[src/rtl/nnr_pkg.sv]
// Shared definitions for the normally not-ready wait generator.
// Assumes nothing beyond a single clock domain.
package nnr_pkg;
    // Which delay path a chip select is routed onto.
    typedef enum logic {
        PATH_A = 1'b0,
        PATH_B = 1'b1
    } path_e;
endpackage

[src/rtl/nnr_select_map.sv]
// Decodes active-low chip selects into the two request lines.
// Assumes CS_MAP bit i = 0 routes select i to path A and 1 routes it to path B.
module nnr_select_map
    import nnr_pkg::*;
#(
    parameter int               NUM_CS = 4,
    parameter logic [NUM_CS-1:0] CS_MAP = 4'b1100
) (
    input  logic [NUM_CS-1:0] cs_n,
    output logic              req_a,
    output logic              req_b
);
    logic [NUM_CS-1:0] hit_a;
    logic [NUM_CS-1:0] hit_b;

    // One decode slice per select: active when low and routed to that path.
    for (genvar i = 0; i < NUM_CS; i++) begin : g_sel
        assign hit_a[i] = ~cs_n[i] & (path_e'(CS_MAP[i]) == PATH_A);
        assign hit_b[i] = ~cs_n[i] & (path_e'(CS_MAP[i]) == PATH_B);
    end

    // Any routed select raises its request.
    always_comb begin
        req_a = |hit_a;
        req_b = |hit_b;
    end
endmodule

[src/rtl/nnr_delay_line.sv]
// Shift chain for one request path, tapped DEPTH stages after the first register.
// Assumes clr is the cycle-start strobe and takes priority over shifting.
module nnr_delay_line #(
    parameter int DEPTH = 1
) (
    input  logic clk,
    input  logic rst_n,
    input  logic clr,
    input  logic req,
    output logic tap
);
    localparam int STAGES = DEPTH + 1;

    logic [STAGES-1:0] stg;

    // Clear on reset or cycle start, otherwise advance one stage per edge.
    always_ff @(posedge clk) begin
        if (!rst_n || clr) begin
            stg <= '0;
        end else begin
            stg[0] <= req;
            for (int k = 1; k < STAGES; k++) begin
                stg[k] <= stg[k-1];
            end
        end
    end

    // Output taken at the configured depth.
    assign tap = stg[STAGES-1];

    AST_CLEAR_EMPTIES: assert property (@(posedge clk) disable iff (!rst_n)
        clr |=> (stg == '0)) else $error("stages not cleared");

    AST_HEAD_SAMPLES_REQ: assert property (@(posedge clk) disable iff (!rst_n)
        !clr |=> (stg[0] == $past(req))) else $error("head stage mismatch");
endmodule

[src/rtl/nnr_ready_hold.sv]
// Combines the two taps into READY and holds READY high until the next strobe.
// Assumes taps come from chains cleared by the same strobe.
module nnr_ready_hold (
    input  logic clk,
    input  logic rst_n,
    input  logic start,
    input  logic tap_a,
    input  logic tap_b,
    output logic ready
);
    logic held;

    // READY is the held state or either live tap.
    assign ready = held | tap_a | tap_b;

    // Capture READY so it persists; a strobe or reset drops it.
    always_ff @(posedge clk) begin
        if (!rst_n || start) begin
            held <= 1'b0;
        end else begin
            held <= ready;
        end
    end

    AST_READY_STICKY: assert property (@(posedge clk) disable iff (!rst_n)
        (ready && !start) |=> ready) else $error("ready dropped");

    AST_RISE_FROM_TAP: assert property (@(posedge clk) disable iff (!rst_n)
        $rose(ready) |-> (tap_a || tap_b)) else $error("ready rose without tap");
endmodule

[src/rtl/nnr_wait_gen.sv]
// Normally not-ready wait generator: selects -> two delay paths -> READY.
// Assumes DEPTH_A and DEPTH_B lie in 0..7 and cyc_start is a one-clock strobe.
module nnr_wait_gen #(
    parameter int               NUM_CS  = 4,
    parameter logic [NUM_CS-1:0] CS_MAP  = 4'b1100,
    parameter int               DEPTH_A = 1,
    parameter int               DEPTH_B = 3
) (
    input  logic              clk,
    input  logic              rst_n,
    input  logic              cyc_start,
    input  logic [NUM_CS-1:0] cs_n,
    output logic              ready
);
    logic req_a;
    logic req_b;
    logic tap_a;
    logic tap_b;
    logic sel_seen;

    nnr_select_map #(.NUM_CS(NUM_CS), .CS_MAP(CS_MAP)) u_map (
        .cs_n  (cs_n),
        .req_a (req_a),
        .req_b (req_b)
    );

    nnr_delay_line #(.DEPTH(DEPTH_A)) u_line_a (
        .clk   (clk),
        .rst_n (rst_n),
        .clr   (cyc_start),
        .req   (req_a),
        .tap   (tap_a)
    );

    nnr_delay_line #(.DEPTH(DEPTH_B)) u_line_b (
        .clk   (clk),
        .rst_n (rst_n),
        .clr   (cyc_start),
        .req   (req_b),
        .tap   (tap_b)
    );

    nnr_ready_hold u_hold (
        .clk   (clk),
        .rst_n (rst_n),
        .start (cyc_start),
        .tap_a (tap_a),
        .tap_b (tap_b),
        .ready (ready)
    );

    // Notes whether any request was sampled since the last strobe (checking only).
    always_ff @(posedge clk) begin
        if (!rst_n || cyc_start) begin
            sel_seen <= 1'b0;
        end else if (req_a || req_b) begin
            sel_seen <= 1'b1;
        end
    end

    AST_START_CLEARS: assert property (@(posedge clk) disable iff (!rst_n)
        cyc_start |=> !ready) else $error("ready high after strobe");

    AST_NO_SELECT_STALL: assert property (@(posedge clk) disable iff (!rst_n)
        ready |-> sel_seen) else $error("ready without any select");
endmodule

[config.mk]
export PLATFORM = sky130hd
export DESIGN_NAME = nnr_wait_gen
export DESIGN_NICKNAME = d
export VERILOG_FILES = /design/src/rtl/nnr_pkg.sv /design/src/rtl/nnr_select_map.sv /design/src/rtl/nnr_delay_line.sv /design/src/rtl/nnr_ready_hold.sv /design/src/rtl/nnr_wait_gen.sv
export SDC_FILE = /design/constraint.sdc
export NUM_CORES = 1
export LEC_CHECK = 0
export BUFFER_PORTS_ARGS = -buffer_cell sky130_fd_sc_hd__buf_2
export CAP_MARGIN = 20
export CORE_AREA = 4 4 41 43
export DETAILED_ROUTE_END_ITERATION = 8
export DIE_AREA = 0 0 45 47
export MAX_ROUTING_LAYER = met4
export PLACE_DENSITY = 0.3
export SETUP_SLACK_MARGIN = 0.3
export SLEW_MARGIN = 5
export SYNTH_ARGS = -nofsm -noshare
export SYNTH_HDL_FRONTEND = slang
export SYNTH_HIERARCHICAL = 1
export SYNTH_SLANG_ARGS = --single-unit
[constraint.sdc]
create_clock -name clk -period 1.05 [get_ports clk]
set_input_delay 0.0525 -clock clk [delete_from_list [all_inputs] [get_ports clk]]
set_output_delay 0.0525 -clock clk [all_outputs]
set_load 0.01 [all_outputs]
# Word level (Yosys, flattened, before mapping)
# Index checks and enable logic that the tools add are counted.
totals:
  regBits: 7
  word_cells: 13
  inputBits: 7
classes:
  reduce_logical: 4
  bitwise_logic: 6
op_table:
  columns: ["op", "count"]
  rows:
  - ["inverter 1 bit", 4]
  - ["OR reduction 2 bit", 2]
  - ["bitwise OR 1 bit", 2]
  - ["logical NOT 1 bit", 1]
  - ["logical OR 1 bit", 1]

# Longest topological paths before layout
depth:
  word_depth: 2
  mapped_depth: 2
  depth_no_buf: 2

# Modules after synthesis
# Netlist, hierarchy kept.
by_module_without_submodules:
  columns: ["mod", "cells_per_inst", "area_each_um2", "seq_area_each_um2", "n_inst"]
  rows:
  - ["nnr_delay_line at u_line_b", 8, 115.1, 80.1, 1]
  - ["nnr_delay_line at u_line_a", 4, 57.6, 40.0, 1]
  - ["nnr_ready_hold", 3, 40.0, 20.0, 1]
  - ["nnr_select_map", 2, 7.5, 0.0, 1]

# Least setup slack after synthesis
# No wires, ideal clock.
synth_timing:
  kind: "register to register"
  start: "register u_line_a.stg[1]"
  end: "register u_hold.held"
  path_slack_ps: 90
  t_arrival_ps: 844
  required_ps: 934
  path_stages_with_launch: 3
  setup_ps: 116
  path_cell_list: "dfxtp_1 or3_4 and3b_1"
synth_via:
  elab_chain_len: 2
synth_lines:
  columns: ["element", "line", "text"]
  rows:
  - ["start: declaration", "nnr_delay_line.sv:14", "logic [STAGES-1:0] stg;"]
  - ["start signal: indexed assignment", "nnr_delay_line.sv:23", "stg[k] <= stg[k-1];"]
  - ["bitwise OR 1 bit (2 in series)", "nnr_ready_hold.sv:14", "assign ready = held | tap_a | tap_b;"]
  - ["net ready", "nnr_wait_gen.sv:13", "output logic ready"]
  - ["end signal: assignment", "nnr_ready_hold.sv:21", "held <= ready;"]
  - ["end: declaration", "nnr_ready_hold.sv:11", "logic held;"]
# The timed path passes the listed nets, and every way through them passes these cells.
# A chain may end at the register's enable or synchronous reset.

# Final worst setup path
layout_timing:
  start: "register u_line_b.stg[3]"
  end: "output port ready"
layout_via:
  elab_chain_len: 1
layout_lines:
  columns: ["element", "line"]
  rows:
  - ["start: declaration", "nnr_delay_line.sv:14"]
  - ["start signal: indexed assignment", "nnr_delay_line.sv:23"]
  - ["bitwise OR 1 bit", "nnr_ready_hold.sv:14"]
  - ["end: declaration", "nnr_wait_gen.sv:13"]
# Every way passes these cells.

==> flow_summary.yaml <==
die:
  dieArea_um2: 2120
  die_x_um: 45
  rows: 13
  start_util_pct: 16.9
  die_h_um: 47
  boundaryPins: 8
  core_area_um2: 1300
cells_and_area:
  regArea_um2: 140
  areaGrowthSynthToFinish_pct: 39.2
  n_antenna_cell: 0
  stdcell_area_um2: 307
  fin_nets: 36
  drive_above_1_share_pct: 39.3
  fillCellCount: 143
  multi_input_area_um2: 80.1
setup_path:
  reg2reg_from: "u_line_b/stg[3]"
  rr_worst_depth: 2
  ff2ff_setup_slack_ps: 100
  cp-end-kind: "primary output"
  timing.rr.end: "u_hold/held"
  arrival_ps: 1040
  cp-start-kind: "register"
  worstPathRequired_ps: 1000
  endpoint: "ready"
  worstSetupPathType: "reg2out"
  cp_max_fo: 2
  startpoint: "u_line_b/stg[3]"
outcome:
  outcome: "finished, violations left"
  violations: "negative setup slack"
global_route:
  grt_pass1_wl_um: 593
  grt_overflow: 0
  first_global_vias: 162
  antenna_found_initial: 0
  grt_max_degree: 8
  grt_util_all_layers_pct: 4.66
yosys:
  synth-xor-area-share_pct: 0
  syn_area_um2: 220
  yosys_register_bits: 7
  synth_compound_area_share_pct: 0
  synth_seq_area_share_pct: 63.6
  syn_inst: 17
  yosys.area_share.simple_pct: 36.4
  avgSynthCellArea_um2: 13.0
  yosys.cell_types.count: 4
  muxShareOfSynthArea_pct: 0
  synth_fa_ha_area_share_pct: 0
  synth_nets: 24
  ys.warnings.count: 6
  synth_top_family_by_area: "simple AND/OR/NAND/NOR gates"
timing:
  rsz0062_at_grt: "true"
  drv_slew: 0
  finalSetupViolCount: 1
  fin_skew_ps: 4.04
  max_freq_mhz: 919
  fin_setup_tns_ps: -38.2
  relSlewSlack_pct: 93.2
  fin_crit_sh_pct: 104
  fin_ws_ps: -38.2
  layout_min_cycle_time_ps: 1090
  tightest_slew_ps: 102
  hold_violations: 0
route:
  drt_pass1_iterations: 1
  avgViaCountPerCell: 3.70
  drtIter0Drc: 0
  route.vias.total: 159
  post_drt_wl_per_cell_um: 7.51
  drc: 0
  wl_um: 323
  ant_nets: 0
clock_tree:
  ctsHoldBuffers: 0
  cts_sinks: 7
  clockBufferDepth: 2
  cts_root_buffer: "clkbuf_4"
  clkTransAtPathRegs_ps: 50
  cts_tree: "built"
  cts_max_level: 1
  numCtsBuffers: 3
  clkLatencyLatePin_ps: 240
placed_design:
  placed_area_um2: 274
  gp_congestion: 0.550
  port_buffers: 7
power_and_ir_drop:
  power.leakage_nw: 0.161
  totalPowerFinal_mw: 0.537
  ir_drop_mv: 0.344
  powerDensity_nw_per_um2: 1750
run:
  drv_cap: 0
hold_path:
  hold_path_class: "in2reg"
[where the power goes]
| group | switching [mW] | internal (mW) | total [mW] |
|---|---|---|---|
| Sequential | 0.00122 | 0.273 | 0.274 |
| Clock | 0.0884 | 0.144 | 0.233 |
| Combinational | 0.0115 | 0.0187 | 0.0302 |
| Total | 0.101 | 0.436 | 0.537 |
[cell type report]
class | instances | share of cell area, %
tap | 15 | 6.12
clock buffer | 4 | 8.57
timing repair buffer | 7 | 13.5
sequential | 7 | 45.7
multi-input combinational | 10 | 26.1
[what timing repair did]
item / 4_1_cts / 5_1_grt
pin swaps: 1 / 0
buffers inserted: 0 / 0
resized for setup: 1 / 0
setup endpoints to repair: 2 / 2
[flip-flops by register name, indices dropped and copies added (netlist names)]
signal	cells
u_line_b/stg	4
u_line_a/stg	2
u_hold/held	1
[worst min path at each step]
stage / slack [ps] / start / depth (start not counted) / end
floorplan: 210 / rst_n / 1 / u_line_a/stg[1]
global placement: 360 / cs_n[1] / 3 / u_line_a/stg[0]
detailed placement: 370 / cs_n[3] / 3 / u_line_b/stg[0]
CTS: 110 / rst_n / 2 / u_line_b/stg[2]
global route: 120 / cs_n[3] / 3 / u_line_b/stg[0]
finish: 120 / cs_n[3] / 3 / u_line_b/stg[0]
[metal layers]
layer	vias up	track usage, %	wire length [um]
li1	85	-	-
met1	66	4.81	140
met2	8	5.08	133
met3	0	3.45	50
met4	0	5.26	0
met5	-	-	0
[cell families after synthesis]
logic type,after synthesis
flip-flops,7
AND/OR/NAND/NOR,10
[cells in the final DEF, fill, tap and decap left out]
cell type,count
and3b_1,7
buf_2,6
buf_6,1
clkbuf_1,1
clkbuf_4,3
dfxtp_1,7
nand2_1,2
or3_4,1
[stage by stage]
stage,hold slack [ps],worst slack (ps),cells,util [%]
global placement,360,129,39,21.1
finish,118,-38.2,43,23.6
detailed placement,366,119,39,21.1
CTS,111,-56.1,43,23.6
floorplan,208,106,17,-
global route,120,-76.0,43,23.6
[synthesized netlist by cell type]
| library cell | instances | area share [%] |
|---|---|---|
| nand2_1 | 2 | 3.4 |
| and3b_1 | 7 | 28 |
| or3_4 | 1 | 5.1 |
| dfxtp_1 | 7 | 64 |
[worst max-delay path, cell delays in order, from the launching register on]
cell     delay [ps]
dfxtp_1         290
or3_4           380
buf_6           130
Note: power is estimated with default switching activity, not from simulation.
